[config.mk]
export PLATFORM = sky130hd
export DESIGN_NAME = rxq_frame_filter
export DESIGN_NICKNAME = d
export VERILOG_FILES = /design/src/rtl/rxq_pkg.sv /design/src/rtl/rxq_crc_step.sv /design/src/rtl/rxq_da_cmp.sv /design/src/rtl/rxq_classify.sv /design/src/rtl/rxq_frame_filter.sv
export SDC_FILE = /design/constraint.sdc
export NUM_CORES = 1
export LEC_CHECK = 0
export ABC_AREA = 0
export BUFFER_PORTS_ARGS = -buffer_cell sky130_fd_sc_hd__buf_2
export CORE_UTILIZATION = 61
export DETAILED_ROUTE_END_ITERATION = 6
export PLACE_DENSITY = 0.87
export RECOVER_POWER = 50
export SETUP_SLACK_MARGIN = 0.2
export SLEW_MARGIN = 5
export SYNTH_ARGS = -nofsm -noshare
export SYNTH_HDL_FRONTEND = slang
export SYNTH_SLANG_ARGS = --single-unit
[constraint.sdc]
create_clock -name clk -period 3.9 [get_ports clk]
set_input_delay 0.39 -clock clk [delete_from_list [all_inputs] [get_ports clk]]
set_output_delay 0.39 -clock clk [all_outputs]
set_load 0.02 [all_outputs]
[src/rtl/rxq_pkg.sv]
`timescale 1ns/1ps
package rxq_pkg;
    localparam logic [7:0]  PRE_BYTE  = 8'h55;
    localparam logic [7:0]  SYNC_BYTE = 8'hD5;
    localparam logic [31:0] CRC_POLY  = 32'h04C11DB7;
    localparam logic [31:0] CRC_SEED  = 32'hFFFF_FFFF;
    localparam logic [31:0] CRC_GOOD  = 32'hC704_DD7B;

    typedef enum logic {PH_HUNT, PH_BODY} rxq_phase_e;

    typedef struct packed {
        logic long_frm;
        logic short_frm;
        logic crc_bad;
    } rxq_stat_t;
endpackage

[src/rtl/rxq_crc_step.sv]
`timescale 1ns/1ps
module rxq_crc_step #(
    parameter int DW = 8
) (
    input  logic [31:0]   crc_in,
    input  logic [DW-1:0] data,
    output logic [31:0]   crc_out
);
    import rxq_pkg::*;

    logic [31:0] chain [0:DW];

    assign chain[0] = crc_in;

    for (genvar g = 0; g < DW; g++) begin : g_bit
        assign chain[g+1] = {chain[g][30:0], 1'b0}
                          ^ ((chain[g][31] ^ data[g]) ? CRC_POLY : 32'h0);
    end

    assign crc_out = chain[DW];
endmodule

[src/rtl/rxq_da_cmp.sv]
`timescale 1ns/1ps
module rxq_da_cmp #(
    parameter int ADDR_BYTES = 6,
    parameter int IDX_W      = 11,
    localparam int ADDR_W    = 8 * ADDR_BYTES
) (
    input  logic [ADDR_W-1:0] addr,
    input  logic [IDX_W-1:0]  idx,
    input  logic [7:0]        data,
    output logic              eq
);
    logic [ADDR_BYTES-1:0] hit;

    for (genvar g = 0; g < ADDR_BYTES; g++) begin : g_pos
        assign hit[g] = (idx == IDX_W'(g))
                     && (data == addr[8*(ADDR_BYTES-1-g) +: 8]);
    end

    assign eq = |hit;
endmodule

[src/rtl/rxq_classify.sv]
`timescale 1ns/1ps
module rxq_classify #(
    parameter int LEN_W   = 11,
    parameter int MIN_LEN = 64,
    parameter int MAX_LEN = 1518
) (
    input  logic [LEN_W-1:0]   len,
    input  logic [31:0]        crc,
    output rxq_pkg::rxq_stat_t stat
);
    import rxq_pkg::*;

    always_comb begin
        stat           = '0;
        stat.crc_bad   = (crc != CRC_GOOD);
        stat.short_frm = (len < LEN_W'(MIN_LEN));
        stat.long_frm  = (len > LEN_W'(MAX_LEN));
    end
endmodule

[src/rtl/rxq_frame_filter.sv]
`timescale 1ns/1ps
module rxq_frame_filter #(
    parameter int LEN_W      = 11,
    parameter int MIN_LEN    = 64,
    parameter int MAX_LEN    = 1518,
    parameter int ADDR_BYTES = 6,
    localparam int ADDR_W    = 8 * ADDR_BYTES
) (
    input  logic              clk,
    input  logic              rst_n,
    input  logic              rx_byte_vld,
    input  logic [7:0]        rx_byte,
    input  logic              rx_frame_end,
    input  logic [ADDR_W-1:0] station_addr,
    input  logic [2:0]        irq_mask,
    output logic              accept,
    output logic              wr_stb,
    output logic [7:0]        wr_data,
    output logic              drop,
    output logic              stat_vld,
    output logic [2:0]        stat,
    output logic [LEN_W-1:0]  stat_len,
    output logic              irq
);
    import rxq_pkg::*;

    localparam logic [LEN_W-1:0] LEN_SAT  = '1;
    localparam logic [LEN_W-1:0] DA_LAST  = LEN_W'(ADDR_BYTES - 1);
    localparam logic [LEN_W-1:0] DA_END   = LEN_W'(ADDR_BYTES);
    localparam logic [LEN_W-1:0] WR_LIMIT = LEN_W'(MAX_LEN);

    typedef struct packed {
        rxq_phase_e       phase;
        logic             pre_seen;
        logic [LEN_W-1:0] len;
        logic [31:0]      crc;
        logic             da_ok;
        logic             taken;
        logic             dropped;
        logic             wr_stb;
        logic [7:0]       wr_data;
        logic             drop;
        logic             stat_vld;
        rxq_stat_t        stat;
        logic [LEN_W-1:0] stat_len;
        logic             irq;
    } rxq_state_t;

    rxq_state_t s_q, s_d;

    logic [31:0] crc_nx;
    logic        da_eq;
    rxq_stat_t   cls;

    rxq_crc_step #(.DW(8)) u_crc (
        .crc_in (s_q.crc),
        .data   (rx_byte),
        .crc_out(crc_nx)
    );

    rxq_da_cmp #(.ADDR_BYTES(ADDR_BYTES), .IDX_W(LEN_W)) u_cmp (
        .addr(station_addr),
        .idx (s_q.len),
        .data(rx_byte),
        .eq  (da_eq)
    );

    rxq_classify #(.LEN_W(LEN_W), .MIN_LEN(MIN_LEN), .MAX_LEN(MAX_LEN)) u_cls (
        .len (s_q.len),
        .crc (s_q.crc),
        .stat(cls)
    );

    always_comb begin
        logic match;
        s_d          = s_q;
        s_d.wr_stb   = 1'b0;
        s_d.drop     = 1'b0;
        s_d.stat_vld = 1'b0;
        s_d.irq      = 1'b0;
        match        = 1'b0;

        if (rx_frame_end) begin
            if (s_q.phase == PH_BODY) begin
                if (s_q.taken) begin
                    s_d.stat_vld = 1'b1;
                    s_d.stat     = cls;
                    s_d.stat_len = s_q.len;
                    s_d.irq      = |(cls & irq_mask);
                end else if (!s_q.dropped) begin
                    s_d.drop = 1'b1;
                end
            end
            s_d.phase    = PH_HUNT;
            s_d.pre_seen = 1'b0;
            s_d.taken    = 1'b0;
        end else if (rx_byte_vld) begin
            if (s_q.phase == PH_HUNT) begin
                if (rx_byte == PRE_BYTE) begin
                    s_d.pre_seen = 1'b1;
                end else if (rx_byte == SYNC_BYTE && s_q.pre_seen) begin
                    s_d.phase    = PH_BODY;
                    s_d.pre_seen = 1'b0;
                    s_d.len      = '0;
                    s_d.crc      = CRC_SEED;
                    s_d.da_ok    = 1'b1;
                    s_d.taken    = 1'b0;
                    s_d.dropped  = 1'b0;
                end else begin
                    s_d.pre_seen = 1'b0;
                end
            end else begin
                s_d.crc = crc_nx;
                if (s_q.len != LEN_SAT) begin
                    s_d.len = s_q.len + 1'b1;
                end
                if (s_q.len < DA_END) begin
                    match     = s_q.da_ok && da_eq;
                    s_d.da_ok = match;
                    if (s_q.da_ok && !da_eq) begin
                        s_d.drop    = 1'b1;
                        s_d.dropped = 1'b1;
                    end
                    if (match && s_q.len == DA_LAST) begin
                        s_d.taken = 1'b1;
                    end
                end else begin
                    match = s_q.taken;
                end
                if (match && s_q.len < WR_LIMIT) begin
                    s_d.wr_stb  = 1'b1;
                    s_d.wr_data = rx_byte;
                end
            end
        end
    end

    always_ff @(posedge clk) begin
        if (!rst_n) begin
            s_q          <= '0;
            s_q.phase    <= PH_HUNT;
            s_q.crc      <= CRC_SEED;
        end else begin
            s_q <= s_d;
        end
    end

    assign accept   = s_q.taken;
    assign wr_stb   = s_q.wr_stb;
    assign wr_data  = s_q.wr_data;
    assign drop     = s_q.drop;
    assign stat_vld = s_q.stat_vld;
    assign stat     = s_q.stat;
    assign stat_len = s_q.stat_len;
    assign irq      = s_q.irq;
endmodule

Word level (Yosys, flattened, before mapping). Index checks and enable logic that the tools add are counted.

Flip-flop bits (word level): 74. Bits of input ports: 63.

Add/sub/neg operators: 1. $lt $le $gt $ge: 4. Equality and inequality tests: 20. Muxes and demuxes: 33. Bitwise operators: 21. Reduce and logical (&&, ||, !) cells: 28.

Operators with widths (number): $xor A32 B32 Y32 (7); $mux W27 (8); $mux W46 (3); $eq A8 B8 Y1 (6); $ne A32 B32 Y1 const B (1); $xor A32 B27 Y32 (1); $eq A11 B2 Y1 const B (2); $eq A11 B3 Y1 const B (2); $mux W17 (1); $mux W1 (16); $mux W16 (1); $reduce_and A5 Y1 (3); $reduce_and A4 Y1 (3); $add A11 B1 Y11 const B (1); $eq A11 B1 Y1 const B (1); $gt A11 B11 Y1 const B (1); $logic_and A1 B1 Y1 (11); $logic_not A11 Y1 (1); $lt A11 B11 Y1 const B (1); $lt A11 B3 Y1 const B (1); $lt A11 B7 Y1 const B (1); $mux W11 (1); $ne A11 B11 Y1 const B (1); $mux W9 (1); 18 further kinds (32).

Longest topological paths before layout. Gate-level depths: netlist of run 1.

Depth in word-level cells: 25. Depth in mapped cells: 9. Depth with buffers taken out: 7.

By module. Synthesis of run 1 repeated with hierarchy kept, for this count alone.

Cell total of the unflattened synthesis: 526. Area total of the unflattened synthesis: 4804.6 um2.

Modules (own cells, without submodules): rxq_frame_filter (instances 1, cells an instance 357, area an instance 3090.5 um2, sequential area each 1481.4 um2); rxq_crc_step (instances 1, cells an instance 65, area an instance 923.4 um2, sequential area each 0.0 um2); rxq_da_cmp (instances 1, cells an instance 87, area an instance 664.4 um2, sequential area each 0.0 um2); rxq_classify (instances 1, cells an instance 17, area an instance 126.4 um2, sequential area each 0.0 um2).

Worst setup path after synthesis of run 1. OpenSTA, ideal clock, no wires.

Path kind: input to register. Start: input rx_byte[2]. End: register s_q (netlist bit wr_data[0]). Setup time: 72 ps. Arrival time: 1905 ps. Path slack: 1923 ps. Cell stages on the path: 7. Path through: buf_2 xnor2_1 nand3_1 nor4_1 nor4_4 a31oi_4 mux2i_1.

Longest elaborated chain between the ends: 10.

RTL lines: start: declaration (line rxq_frame_filter.sv:12) `input logic [7:0] rx_byte,`; $eq A8 B8 Y1 (line rxq_da_cmp.sv:16) `&& (data == addr[8*(ADDR_BYTES-1-g) +: 8]);`; $logic_and A1 B1 Y1 (line rxq_da_cmp.sv:16); $reduce_or A6 Y1 * (line rxq_da_cmp.sv:19) `assign eq = |hit;`; $logic_and A1 B1 Y1 * (line rxq_frame_filter.sv:118) `match = s_q.da_ok && da_eq;`; $mux W1 * (line rxq_frame_filter.sv:117) `if (s_q.len < DA_END) begin`; $mux W1 * (line rxq_frame_filter.sv:98) `if (s_q.phase == PH_HUNT) begin`; $mux W1 * (line rxq_frame_filter.sv:97) `end else if (rx_byte_vld) begin`; $mux W1 * (line rxq_frame_filter.sv:83) `if (rx_frame_end) begin`; $logic_and A1 B1 Y1 * (line rxq_frame_filter.sv:130) `if (match && s_q.len < WR_LIMIT) begin`; $reduce_and A4 Y1 (no source line) *; end: declaration (line rxq_frame_filter.sv:49) `rxq_state_t s_q, s_d;`.

Every way passes the cells marked *; elsewhere a longest branch is shown, timed or not. The select of a mux whose other input is x is not followed. A chain may end at the register's enable or synchronous reset.

Worst setup path in the final report of run 1.
Start: register s_q[63] (netlist bit). End: register s_q (netlist bit wr_stb).

Longest elaborated chain between the ends: 10.

RTL lines (line): branches (longest 8 deep; another with $lt A11 B3 Y1); $logic_and A1 B1 Y1 * (rxq_frame_filter.sv:130); $mux W9 * (rxq_frame_filter.sv:130).

Every way passes the cells marked *. The select of a mux whose other input is x is not followed.

==> results.txt, run 1 <==
Worst Skew: 16.63 ps
Die W: 89.90 µm
Setup TNS: 0 ps
Met3 routed WL: 585 µm
Number of flops mapped to enable cells by yosys: 0
CP peak stage delay: 940 ps
Core Footprint: 7370 µm²
Yosys cell types: 54
Drt pass-1 iters: 4
Synth top area cells: dfxtp_1, xnor2_1, nand2_1
Antenna viol nets, final: 0
GPL Wtd Cong: 0.9102
CTS tree: built
Vias in the first global route: 3,940
Sink Count: 74
Top cell type's share of synthesized area: 31.43%
Synthesized net count: 608
Hold slack final: 317.4 ps
Cell taking the most area after synthesis: dfxtp_1
Global-route wire length before repair: 18.87 mm
Wire length on met1: 4.746 mm
Unrepaired setup endpoints after global routing: no
GRT Util Overall: 29.28%
Largest net degree at the start of global routing: 58
CTS resizes: 0
Setup WS pre-CTS: 1373 ps
Std cell rows: 31
Delay-heaviest family, CP: simple AND/OR/NAND/NOR gates
Die Area: 8082 µm²
Final Net Count: 657
Final period util: 68.25%
Placed cell count: 678
Critical path class: reg -> reg
Setup Buffers After CTS: 0
Period minus WS final: 2662 ps
Hold-fix buffers, CTS: 0
Max Cap Viol: 0
Yosys warnings: 0
Main synth FF type: dfxtp_1
Slowest CP cell: nor4_1
Power per cell area: 323.7 nW/µm²
Boundary Pins: 90
Vias: 4,041
Layout fillers: 591
Total grt overflow: 0
# DRC: 0
# diodes: 0
Status: finished, final reports clean
Design area: 5164 µm²
Synth Register Bits: 74
Worst path cell trace: nand3b_1 > nor3_1 > nor4_1 > a31oi_4 > and2_1
Area Growth Syn to Fin: 9.557%
Die span in y: 89.90 µm
Clk_lat worst skew: 360 ps
Max H-tree Level: 3
Slew @ Worst Pin: 1162 ps
FF+latch area: 1481 µm²
Initial drt markers: 277
Multi-input gate area: 2912 µm²
CTS Buffer Depth: 2
Hpwl dp: 8.358 mm
WL final: 11.52 mm
Highest metal used: met4
Met2 WL: 5.796 mm
Slew Limit Fails: 0
Mean Syn Cell Area: 8.712 µm²
Post-Syn Area: 4713 µm²
Number of buffers created by CTS: 9
Max-slew headroom: 22.56%
Worst Path Arrival: 2920 ps
Tot Pwr: 1.672 mW
Static Leak: 1.916 nW
Post-synthesis sequential area ratio: 31.43%
Buf+Inv Stages, Crit Path: 0
Vias per std cell: 5.831
Layout cells sized above 1: 16.84%
CP endpoint kind: flip-flop
Max Fclk: 375.7 MHz
Fin cells: 693
VDD IR max: 209.5 µV
Clock root cell: clkbuf_8
Worst-path clk slew: 80 ps
Core Util, Final: 70.07%
Setup-failing EPs final: 0
Wirelength per Cell: 16.62 µm
Final worst slack: 1238 ps
Antenna violations before repair: 0
Worst Path Required: 4160 ps
Initial Util: 63.96%
CP startpoint kind: flip-flop
Placed Instance Area: 5004 µm²
Crit-path max FO: 16
Port-buffer cells: 89
Hold Crit Class: in -> reg
Async S/R FF share, synth: 0%
Fin. Hold Viols: 0
Cells after Synth: 541
[cells in the final DEF (no fill, tap or decap), types with 2 or more instances in the layout]
cell       Yosys  layout
xnor2_4        3       3
clkbuf_1      19      29
nor2b_1        5       5
o21ai_0       10      14
mux2i_1        7       7
nand2_1       89      89
xor2_1        33      33
nor4_4         3       2
buf_2         10      61
inv_1          3       3
xnor2_1       78      78
and3_1         5       5
nand2b_1       2       2
xor2_2         3       3
o22ai_1        3       3
nand4_1       18      18
nand3_1       25      25
nand3b_1       3       3
nor4_1         4       5
a21oi_1        5       5
xnor2_2        8       8
o21ai_1       10       5
nor2_1        23      23
dfxtp_1       74      74
and2_1         6       4
a41oi_1        2       2
clkbuf_8       0       9
bufinv_16      0       2
ha_1           4       4
and2_0         0       2
a31oi_1        2       2
or4_1          2       2
o211ai_1      15      15
nor4bb_1       3       3
a21boi_0      14      14
nor3b_1        2       2
nor3_1         6       6
[report_power, final]
part / leakage, nW / switching (mW) / total [mW] / internal [mW]
Combinational: 1.21 / 0.140 / 0.264 / 0.124
Clock: 0.106 / 0.294 / 0.653 / 0.358
Sequential: 0.597 / 0.00000817 / 0.755 / 0.755
[routing by layer]
layer / GRT usage (%) / vias to the layer above
met4: 15.05 / 0
met3: 6.261 / 40
met2: 50.06 / 156
met1: 34.60 / 1935
met5: 0 / -
li1: - / 1910
[final cells by class]
cell class	instances	share of cell area, %
Clock inverter	6	1.745
Tap cell	99	2.399
Multi-Input combinational cell	411	56.38
Clock buffer	9	2.399
Inverter	3	0.2181
Sequential cell	74	28.69
Timing Repair Buffer	91	8.166
[worst reg2reg max path, stage by stage, from the launching register on]
cell and delay, ps:
dfxtp_1 730, nand3b_1 220, nor3_1 70, nor4_1 940
a31oi_4 340, and2_1 260
[registers in the layout (all words and copies together) (netlist names)]
register	cells
s_q	47
stat_len	11
wr_data	8
stat	3
accept	1
drop	1
irq	1
stat_vld	1
wr_stb	1
[cell families (layout without fill, tap and decap cells)]
logic type	Yosys count	after routing	share of synthesized area [%]
AOI/OAI and AO/OA	69	69	10.11
xor gates and xnor gates	126	126	26.76
adders and majority gates	4	4	1.062
buffers and inverters	56	109	6.557
DFF	74	74	31.43
muxes	7	7	1.487
and+or+nand+nor	205	205	22.59
[path summary, 6_finish.rpt]
path	end	cells past startpoint	slack, ps	from
setup reg to reg	wr_stb$_SDFF_PP0_	5	1240	s_q[63]$_SDFFE_PN0P_
hold reg to reg	stat[2]$_SDFFE_PN0P_	2	470	stat[2]$_SDFFE_PN0P_
hold / removal	irq$_SDFF_PN0_	3	320	irq_mask[0]
setup / recovery	wr_stb$_SDFF_PP0_	5	1240	s_q[63]$_SDFFE_PN0P_
[cell usage after synthesis (2+ instances only)]
cell type	count
and2_1	6
and3_1	5
buf_2	10
nand4_1	18
nor4bb_1	3
nand3_1	25
nand2b_1	2
nand3b_1	3
mux2i_1	7
nor3_1	6
xor2_1	33
nor3b_1	2
xnor2_1	78
dfxtp_1	74
nor4_4	3
nor2b_1	5
a21oi_1	5
o21ai_1	10
ha_1	4
buf_4	23
or4_1	2
nand2_1	89
nor2_1	23
a21boi_0	14
o22ai_1	3
o21ai_0	10
inv_1	3
a31oi_1	2
nor4_1	4
xor2_2	3
xnor2_2	8
xnor2_4	3
o211ai_1	15
clkbuf_1	19
a41oi_1	2
Note: power is estimated with default switching activity, not from simulation.
==> run 2: changes to the inputs <==
--- a/config.mk
+++ b/config.mk
@@ -5,11 +5,11 @@
 export SDC_FILE = /design/constraint.sdc
 export NUM_CORES = 1
 export LEC_CHECK = 0
-export ABC_AREA = 0
+export ABC_AREA = 1
 export BUFFER_PORTS_ARGS = -buffer_cell sky130_fd_sc_hd__buf_2
-export CORE_UTILIZATION = 61
+export CORE_UTILIZATION = 52
 export DETAILED_ROUTE_END_ITERATION = 6
-export PLACE_DENSITY = 0.87
+export PLACE_DENSITY = 0.78
 export RECOVER_POWER = 50
 export SETUP_SLACK_MARGIN = 0.2
 export SLEW_MARGIN = 5
==> constraint.sdc (replaced) <==
create_clock -name clk -period 2.3 [get_ports clk]
set_input_delay 0.23 -clock clk [delete_from_list [all_inputs] [get_ports clk]]
set_output_delay 0.23 -clock clk [all_outputs]
set_load 0.02 [all_outputs]
==> run 2 against run 1 <==
Effect of this change:
- core utilization fell by 10 points
- sequential share of layout area is 3.1 points lower
- worst setup slack got worse by 980 ps
- largest cell class unchanged
- clock-buffer cell count unchanged
- largest power group unchanged
- synthesized area grew 9.6%
==> results.txt, run 2 <==
CTS tree: built (unchanged)
Cell taking the most area after synthesis: dfxtp_1 (unchanged)
Synthesized net count: 805 (was 608)
Hpwl dp: 10.01 mm (was 8.358 mm)
Final period util: 88.82%
Max reg flops: 47 (unchanged)
Setup-failing EPs final: 0 (unchanged)
Slew @ Worst Pin: 676.8 ps (was 1162 ps)
Antenna violations before repair: 0 (unchanged)
Initial drt markers: 245 (was 277)
Worst Path Arrival: 2260 ps (was 2920 ps)
Status: finished, final reports clean (unchanged)
Hold-fix buffers, CTS: 0 (unchanged)
Clk_lat worst skew: 360 ps (about the same)
Total grt overflow: 0 (unchanged)
Top cell type's share of synthesized area: 28.67% (was 31.43%)
Unrepaired setup endpoints after global routing: no (unchanged)
GRT Util Overall: 26.63% (was 29.28%)
CTS Buffer Depth: 2 (unchanged)
Boundary Pins: 90 (unchanged)
Most frequent cells after synthesis: nand2_1, dfxtp_1, inv_1, nor2_1, a21oi_1 (was nand2_1, xnor2_1, dfxtp_1)
Vias in the first global route: 4,512 (was 3,940)
Critical path class: in -> reg (was reg -> reg)
Fin cells: 947 (was 693)
Max Cap Viol: 0 (unchanged)
Core Footprint: 9684 µm² (was 7370 µm²)
Area Growth Syn to Fin: 12.32% (was 9.557%)
Synth Register Bits: 74 (unchanged)
CP endpoint kind: flip-flop (unchanged)
Placed cell count: 925 (was 678)
Main synth FF type: dfxtp_1 (unchanged)
Number of flops mapped to enable cells by yosys: 0 (unchanged)
Tot Pwr: 2.719 mW (was 1.672 mW)
Vias: 4,916 (was 4,041)
Die Area: 10,340 µm² (was 8082 µm²)
Period minus WS final: 2043 ps
Post-Syn Area: 5167 µm² (was 4713 µm²)
Power per cell area: 468.4 nW/µm² (was 323.7 nW/µm²)
GPL Wtd Cong: 0.8837 (was 0.9102)
Worst-path clk slew: 80 ps (about the same)
Vias per std cell: 5.191 (was 5.831)
Yosys warnings: 0 (unchanged)
Static Leak: 2.607 nW (was 1.916 nW)
Fin. Hold Viols: 0 (unchanged)
Largest Register: s_q (unchanged)
CP startpoint kind: input port (was flip-flop)
Max-slew headroom: 54.88% (was 22.56%)
Max H-tree Level: 3 (unchanged)
Std cell rows: 36 (was 31)
Initial Util: 53.36% (was 63.96%)
Cells after Synth: 738 (was 541)
Global-route wire length before repair: 21.33 mm (was 18.87 mm)
Max Fclk: 489.5 MHz
Worst Skew: 8.421 ps (was 16.63 ps)
# DRC: 0 (unchanged)
Slowest CP cell: clkbuf_1 (was nor4_1)
Worst Path Required: 2520 ps (was 4160 ps)
Antenna viol nets, final: 0 (unchanged)
Layout cells sized above 1: 17.20% (was 16.84%)
Hold slack final: 152.3 ps (was 317.4 ps)
Most common cell after layout, fill and taps aside: nand2_1 (unchanged)
Slew Limit Fails: 0 (unchanged)
Core Util, Final: 59.94% (was 70.07%)
Wirelength per Cell: 14.17 µm (was 16.62 µm)
Yosys cell types: 41 (was 54)
CP peak stage delay: 420 ps (was 940 ps)
Port-buffer cells: 89 (unchanged)
Worst path cell trace: buf_2 > inv_1 > nor3_1 > nand3_1 > nand2_1 > nand3_1 > inv_1 > clkbuf_1 > nand2_1 > o21ai_0 > a21oi_1 (was nand3b_1 > nor3_1 > nor4_1 > a31oi_4 > and2_1)
Synth top area cells: dfxtp_1, nand2_1, xnor2_1 (was dfxtp_1, xnor2_1, nand2_1)
Post-synthesis sequential area ratio: 28.67% (was 31.43%)
Number of buffers created by CTS: 9 (unchanged)
Count leader, synth: nand2_1 (unchanged)
Largest net degree at the start of global routing: 31 (was 58)
Crit-path max FO: 12 (was 16)
# diodes: 0 (unchanged)
Sink Count: 74 (unchanged)
Final Net Count: 876 (was 657)
Setup TNS: 0 ps (unchanged)
WL final: 13.42 mm (was 11.52 mm)
Mean Syn Cell Area: 7.002 µm² (was 8.712 µm²)
VDD IR max: 265.0 µV (was 209.5 µV)
Die W: 101.7 µm (was 89.90 µm)
Async S/R FF share, synth: 0% (unchanged)
Clock root cell: clkbuf_8 (unchanged)
Most frequent cells in the layout: nand2_1, dfxtp_1, inv_1, nor2_1, buf_2 (was nand2_1, xnor2_1, dfxtp_1)
Hold Crit Class: in -> reg (unchanged)
Die span in y: 101.7 µm (was 89.90 µm)
Drt pass-1 iters: 5 (was 4)
==> run 2: cell count changes after synthesis, moves of 7 or more <==
cell / change
a21boi_0: -14
a21oi_1: +48
clkbuf_1: -7
inv_1: +66
inv_2: +9
mux2i_1: -7
nand2_1: +75
nand4_1: -10
nor2_1: +46
nor3_1: +8
o21ai_0: +36
o21ai_1: -8
xnor2_1: -28
xor2_1: +11
==> run 2: path summary, 6_finish.rpt <==
check                       startpoint                       to  slack [ps]  depth (start not counted)
setup / recovery            rx_byte[7]     s_q[28]$_SDFFE_PN0P_         260                         11
hold reg to reg   stat[1]$_SDFFE_PN0P_     stat[1]$_SDFFE_PN0P_         470                          2
hold / removal            rx_frame_end     s_q[73]$_SDFFE_PP0P_         150                          2
setup reg to reg  s_q[62]$_SDFFE_PN0P_  wr_data[3]$_SDFFE_PN0P_         370                         13
==> run 2: final cells by class <==
cell class                      instances  area [µm²]
Clock inverter                          7       58.81
Sequential cell                        74        1484
Inverter                               80       307.8
Tap cell                              133       166.4
Clock buffer                            9       123.9
Timing Repair Buffer                  110       551.8
Fill cell                             916        3880
Multi-Input combinational cell        534        3112
==> run 2: cell families after synthesis <==
logic type               count (synthesis)  synth area share [%]
AND/OR/NAND/NOR                        307                 26.30
buffers and inverters                  131                 12.42
AO/OA/AOI/OAI                          121                 12.86
XOR/XNOR                               101                 18.79
flip-flops                              74                 28.67
adder cells (fa/ha/maj)                  4                0.9686
==> run 2: where the power goes <==
group          switching (mW)  total (mW)  leakage, nW  internal (mW)
logic                   0.283       0.485         1.93          0.202
clock network           0.547       0.953       0.0804          0.405
registers            0.000497        1.28        0.598           1.28
==> run 2: through the flow <==
stage,area [µm²],setup slack (ps)
2_1_floorplan,5167,547.9
3_3_place_gp,5570,60.45
3_5_place_dp,5570,87.57
4_1_cts,5784,235.2
5_1_grt,5804,140.2
6_report,5804,257.0
==> run 2: worst max-delay path, delay by kind of cell <==
family,cells,cell delay [ps]
buffers and inverters,4,1060
and+or+nand+nor,5,700
AOI/OAI and AO/OA,2,260
==> run 2: timing repair <==
item,4_1_cts,5_1_grt
setup endpoints to repair,9,10
gates cloned,0,1
setup buffers,0,5
pin swaps,0,3
gates resized for setup,6,10
==> run 2: layer usage <==
metal  share of wire [%]  vias to the layer above  routed length (µm)  global-route usage (%)
met2                  48                      156                6420                   44.59
met4                 2.5                        0                 339                   9.030
li1                    -                     2464                   -                       -
met5                   0                        -                   0                       0
met3                 5.5                       29                 733                   5.866
met1                  44                     2267                5926                   33.79
